## src/rtl/wrr_slave_arbiter.sv

```systemverilog
module wrr_slave_arbiter #(
  parameter int WMAX = 32
) (
  input  logic                          clk,
  input  logic                          rst_n,
  input  logic [9:0]                    req,
  input  logic [9:0]                    lock,
  input  logic                          xfer_done,
  input  logic                          wr_en,
  input  logic [3:0]                    wr_idx,
  input  logic [$clog2(WMAX+1)-1:0]     wr_data,
  output logic [9:0]                    gnt,
  output logic [3:0]                    gnt_id
);
  localparam int NM    = 10;
  localparam int IW    = 4;
  localparam int RRN   = 6;
  localparam int RR_LO = 3;
  localparam int WW    = $clog2(WMAX+1);
  localparam int OW    = $clog2(RRN);

  logic          own_v;
  logic [IW-1:0] own;
  logic [WW-1:0] used, wlim;
  logic [OW-1:0] ptr;
  logic [WW-1:0] wt [RRN];

  logic          fix_hit, rr_hit, own_req, own_rr, keep, hold, cnt_up;
  logic [IW-1:0] fix_id;
  logic [OW-1:0] rr_off;

  assign fix_hit = req[1] | req[0] | req[2] | req[9];
  assign own_req = own_v & req[own];
  assign own_rr  = (own >= IW'(RR_LO)) && (own <= IW'(RR_LO + RRN - 1));
  assign keep    = lock[own] | (own_rr & ~fix_hit & ((used + WW'(1)) < wlim));
  assign hold    = own_req & (~xfer_done | keep);
  assign cnt_up  = own_req & xfer_done & keep;

  always_comb begin
    fix_id = '0;
    if (req[9]) fix_id = IW'(9);
    if (req[2]) fix_id = IW'(2);
    if (req[0]) fix_id = IW'(0);
    if (req[1]) fix_id = IW'(1);
  end

  always_comb begin
    rr_hit = 1'b0;
    rr_off = '0;
    for (int k = RRN - 1; k >= 0; k--) begin
      int o;
      o = (int'(ptr) + k) % RRN;
      if (req[RR_LO + o]) begin
        rr_hit = 1'b1;
        rr_off = OW'(o);
      end
    end
  end

  function automatic logic [WW-1:0] clamp_w(input logic [WW-1:0] d);
    if (d == '0) return WW'(1);
    if (d > WW'(WMAX)) return WW'(WMAX);
    return d;
  endfunction

  always_ff @(posedge clk) begin
    if (!rst_n) begin
      for (int i = 0; i < RRN; i++) wt[i] <= WW'(1);
    end else if (wr_en) begin
      for (int i = 0; i < RRN; i++)
        if (wr_idx == IW'(RR_LO + i)) wt[i] <= clamp_w(wr_data);
    end
  end

  always_ff @(posedge clk) begin
    if (!rst_n) begin
      own_v <= 1'b0;
      own   <= '0;
      used  <= '0;
      wlim  <= WW'(1);
      ptr   <= '0;
    end else if (cnt_up) begin
      if (used != WW'(WMAX)) used <= used + WW'(1);
    end else if (!hold) begin
      used <= '0;
      if (fix_hit) begin
        own_v <= 1'b1;
        own   <= fix_id;
      end else if (rr_hit) begin
        own_v <= 1'b1;
        own   <= IW'(rr_off) + IW'(RR_LO);
        wlim  <= wt[rr_off];
        ptr   <= (rr_off == OW'(RRN - 1)) ? '0 : rr_off + OW'(1);
      end else begin
        own_v <= 1'b0;
      end
    end
  end

  assign gnt    = own_v ? (NM'(1) << own) : '0;
  assign gnt_id = own_v ? own : '0;

  p_onehot_r11: assert property (@(posedge clk) disable iff (!rst_n) $onehot0(gnt));
  p_id_r11: assert property (@(posedge clk) disable iff (!rst_n) (|gnt) |-> gnt[gnt_id]);
  p_gnt_has_req_r9: assert property (@(posedge clk) disable iff (!rst_n)
    (|gnt) |-> (|(gnt & $past(req))));
  p_midxfer_r10: assert property (@(posedge clk) disable iff (!rst_n)
    ((|(gnt & req)) && !xfer_done) |=> $stable(gnt));
  p_lock_r8: assert property (@(posedge clk) disable iff (!rst_n)
    (|(gnt & req & lock)) |=> $stable(gnt));
  p_fixfirst_r3: assert property (@(posedge clk) disable iff (!rst_n)
    ((|gnt[8:3]) && !$stable(gnt)) |-> !$past(req[0] | req[1] | req[2] | req[9]));
  p_fixord_r2: assert property (@(posedge clk) disable iff (!rst_n)
    (gnt[9] && !$stable(gnt)) |-> !$past(req[0] | req[1] | req[2]));
endmodule

```

## config.mk

```make
export PLATFORM = sky130hd
export DESIGN_NAME = wrr_slave_arbiter
export DESIGN_NICKNAME = d
export VERILOG_FILES = /design/src/rtl/wrr_slave_arbiter.sv
export SDC_FILE = /design/constraint.sdc
export NUM_CORES = 1
export LEC_CHECK = 0
export BUFFER_PORTS_ARGS = -buffer_cell sky130_fd_sc_hd__clkbuf_2
export CORE_MARGIN = 2
export CORE_UTILIZATION = 46
export CTS_BUF_LIST = sky130_fd_sc_hd__clkbuf_8
export CTS_CLUSTER_SIZE = 16
export DETAILED_ROUTE_END_ITERATION = 12
export SYNTH_ARGS = -nofsm -noshare
export SYNTH_HDL_FRONTEND = slang
export SYNTH_SLANG_ARGS = --single-unit
```

## constraint.sdc

```tcl
create_clock -name clk -period 9.9 [get_ports clk]
set_input_delay 0.99 -clock clk [delete_from_list [all_inputs] [get_ports clk]]
set_output_delay 0.99 -clock clk [all_outputs]
set_load 0.05 [all_outputs]
```

==> summary.txt <==
Outcome
  – Outcome: finished, final reports clean

Logic synthesis
  – Syn Nets: 648
  – Synth top cells by count: 71 x nor2_1, 40 x mux2i_1, 37 x ha_1, 37 x nand2_1, 36 x edfxtp_1
  – Asr flop ratio synth: 0%
  – Cell count after synthesis: 577
  – #FFs+latches synth: 56
  – Ys Warns: 0
  – Count leader, synth: nor2_1
  – Post-synth top flop: edfxtp_1
  – Netlist cell types: 79
  – Mapped Area: 0.00521 mm^2
  – Largest cells by area after synthesis: edfxtp_1 21%, ha_1 8.9%, dfxtp_1 7.7%
  – Synth top area share: 20.8%
  – Area leader, netlist: edfxtp_1
  – Post-synth EDFFs: 36
  – Syn Area/Cell: 9.02 um^2
  – Sequential-to-total area share from yosys stat: 28.5%

Drt
  – DRT iter0 DRCs: 325
  – DRC Markers: 0
  – Via density: 5.94
  – Final WL: 12.5 mm
  – Post-route ant nets: 0
  – DR WL/cell: 16.8 um
  – Vias: 4421
  – Pre-Repair DR Iteration Count: 5

Global route
  – Initial antenna violation count: 0
  – First-pass GRT wire length: 20.5 mm
  – Total GRT Usage: 21.3%
  – Pin count of the biggest net entering global routing: 24
  – Gr ovfl total: 0
  – Vias in the first global route: 4214

Timing
  – RSZ-0062 raised after global routing: false
  – Final setup vio count: 0
  – Clock skew: 0.0115 ns
  – Final hold violation count: 0
  – Measured slew at the worst slew-check pin: 1.07 ns
  – Slew HR: 28.7%
  – Sum Neg Setup Slack: 0 ns
  – Max Slew Vio Count: 0
  – Final Cycle Share: 70.3%
  – Tmin final: 6.96 ns
  – F_max: 144 MHz

Critical path
  – WP data required: 10.15 ns
  – CP max-delay cell: or4_1
  – Critical-path cell list: buf_4 -> inv_1 -> ha_1 -> xor2_1 -> inv_1 -> ha_1 -> nor4b_1 -> nor3_1 -> a21o_1 -> ha_1 -> mux4_2 -> mux2i_1 -> mux2i_1 -> and3_1 -> or4_1 -> ha_1 -> a21oi_1 -> or4_1 -> a21oi_1
  – CP Max Fanout: 23
  – Crit end category: flip-flop
  – CP delay by family, top: simple AND/OR/NAND/NOR gates
  – Most common cell on crit path: ha_1
  – Startpoint Class: flip-flop
  – Crit path DAT: 7.21 ns
  – Crit Path Class: reg2reg
  – Worst path max stage delay: 0.96 ns
  – Worst path bufs/invs: 3

Placement
  – HPWL Detailed: 9.72 mm
  – Placed Area: 0.00550 mm^2
  – GPL Wtd Cong: 0.875
  – Number of port buffers: 47
  – Placed cell count: 736

Cells and area
  – Register Area: 0.00148 mm^2
  – Final Cell Area: 0.00559 mm^2
  – ANT cells: 0
  – Net count, final: 674
  – Layout cells sized above 1: 16.6%
  – Area grow syn2layout: 7.31%
  – Final non-filler cell total: 744
  – Area of the multi-input gates: 0.00347 mm^2
  – Fill count: 1053

Clocking
  – Hold Buf Count CTS: 0
  – CTS H-tree depth: 2
  – Post-CTS Setup Repair Bufs: 0
  – TritonCTS clock tree: done
  – CTS max path bufs: 2
  – CTS resizes: 0
  – Clock slew at reported path FFs: 0.11 ns
  – CTS Buf Count: 5
  – Clk sink count: 56
  – Clk_lat worst skew: 0.31 ns
  – Clock Tree Root: clkbuf_8

Power and ir drop
  – Power per cell area: 126 mW/mm^2
  – Int Power: 0.000438 W
  – Comb pwr share: 43.4%
  – Net Sw Frac: 37.9%
  – Psw: 0.000268 W
  – Flop pwr share: 38.5%
  – Max VDD drop: 66.7 uV
  – Part of the power in the clock network: 18.1%
  – Leakage power: 2.18 nW

Floorplan
  – Die W: 110 um
  – Die area: 0.0122 mm^2
  – Core area: 0.0109 mm^2
  – Die Y: 110 um
  – Initial core utilization: 47.6%
  – Row count: 38
  – # IOs: 48

Worst hold path
  – Hold crit path type: reg2reg

Job
  – Max Cap Viol: 0
[cells in the final DEF, fill, tap and decap left out, drive strengths merged, types with 3 or more instances in the layout]
| cell type | netlist | final |
|---|---|---|
| mux2i | 41 | 41 |
| inv | 30 | 33 |
| a31o | 3 | 3 |
| nor4b | 5 | 5 |
| or4 | 3 | 3 |
| nor3b | 5 | 5 |
| ha | 37 | 37 |
| mux4 | 12 | 12 |
| nand3b | 6 | 6 |
| nand4 | 6 | 6 |
| dfxtp | 20 | 20 |
| nand2 | 38 | 38 |
| nor2 | 71 | 71 |
| buf | 8 | 3 |
| nand3 | 15 | 15 |
| o221a | 5 | 5 |
| xnor2 | 10 | 10 |
| nand2b | 12 | 12 |
| nor3 | 16 | 16 |
| or3 | 3 | 3 |
| mux2 | 10 | 10 |
| edfxtp | 36 | 36 |
| o211a | 5 | 5 |
| a211oi | 7 | 7 |
| a21o | 5 | 5 |
| a31oi | 6 | 6 |
| nor2b | 12 | 12 |
| o21a | 5 | 5 |
| xor2 | 11 | 11 |
| clkbuf | 23 | 52 |
| o22ai | 8 | 8 |
| o21ai | 23 | 23 |
| a21oi | 28 | 28 |
| and2 | 4 | 4 |
| o211ai | 4 | 4 |
[power by group through the flow]
stage	Combinational (W)	Sequential (W)	Clock, W
2_1_floorplan	0.000250	0.000269	0
3_3_place_gp	0.000300	0.000277	0
3_5_place_dp	0.000304	0.000278	0
4_1_cts	0.000306	0.000272	0.000128
5_1_grt	0.000339	0.000274	0.000137
6_report	0.000306	0.000272	0.000128
[sequential cells by signal, indices dropped and copies added (netlist names)]
name,count
wlim,6
own_v,1
wt,36
used,6
own,4
ptr,3
[path summary, 6_finish.rpt]
check | startpoint | endpoint | slack (ns) | cells past startpoint
min reg2reg | wlim[0] | wlim[0] | 0.50 | 2
min | wlim[0] | wlim[0] | 0.50 | 2
max reg2reg | ptr[0] | own[1] | 2.94 | 19
max | ptr[0] | own[1] | 2.94 | 19
[tightest hold or removal path: cells and delay by family, from the launching register on]
family	cells	cell delay (ns)
flops	1	0.34
compound gates	2	0.12
[stage by stage]
stage                     util, %  setup slack [ns]  total power [W]  hold WS, ns
after floorplan                 -              4.13         0.000519        0.441
after global placement       50.3              3.18         0.000577        0.470
after detailed placement     50.3              2.97         0.000582        0.475
after CTS                    51.1              2.96         0.000707        0.502
after global routing         51.1              2.27         0.000751        0.549
final                        51.1              2.94         0.000706        0.498
[per-layer routing]
| metal | vias up | wire [um] | track usage, % |
|---|---|---|---|
| li1 | 2203 | - | - |
| met1 | 2089 | 6010 | 29.2 |
| met2 | 120 | 5910 | 36.9 |
| met3 | 9 | 518 | 2.00 |
| met4 | 0 | 77 | 3.75 |
| met5 | - | 0 | 0 |
[area by class of cell]
cell class | count | area share (%)
inverter | 30 | 2.02
timing repair buffer | 50 | 4.61
clock inverter | 3 | 0.291
clock buffer | 5 | 1.23
sequential | 56 | 26.5
multi-input combinational | 460 | 62.2
tap | 140 | 3.14
[cells by family (layout without fill, tap and decap cells)]
family          after synthesis  after routing  share of synthesized area (%)
flops                        56             56                           28.5
xor+xnor                     21             21                           3.68
compound gates              130            130                           18.1
simple gates                209            209                           20.7
fa+ha+maj                    37             37                           8.89
buf+inv                      61             88                           4.81
mux                          63             63                           15.4
No activity file was read; power rests on OpenSTA's default activity.
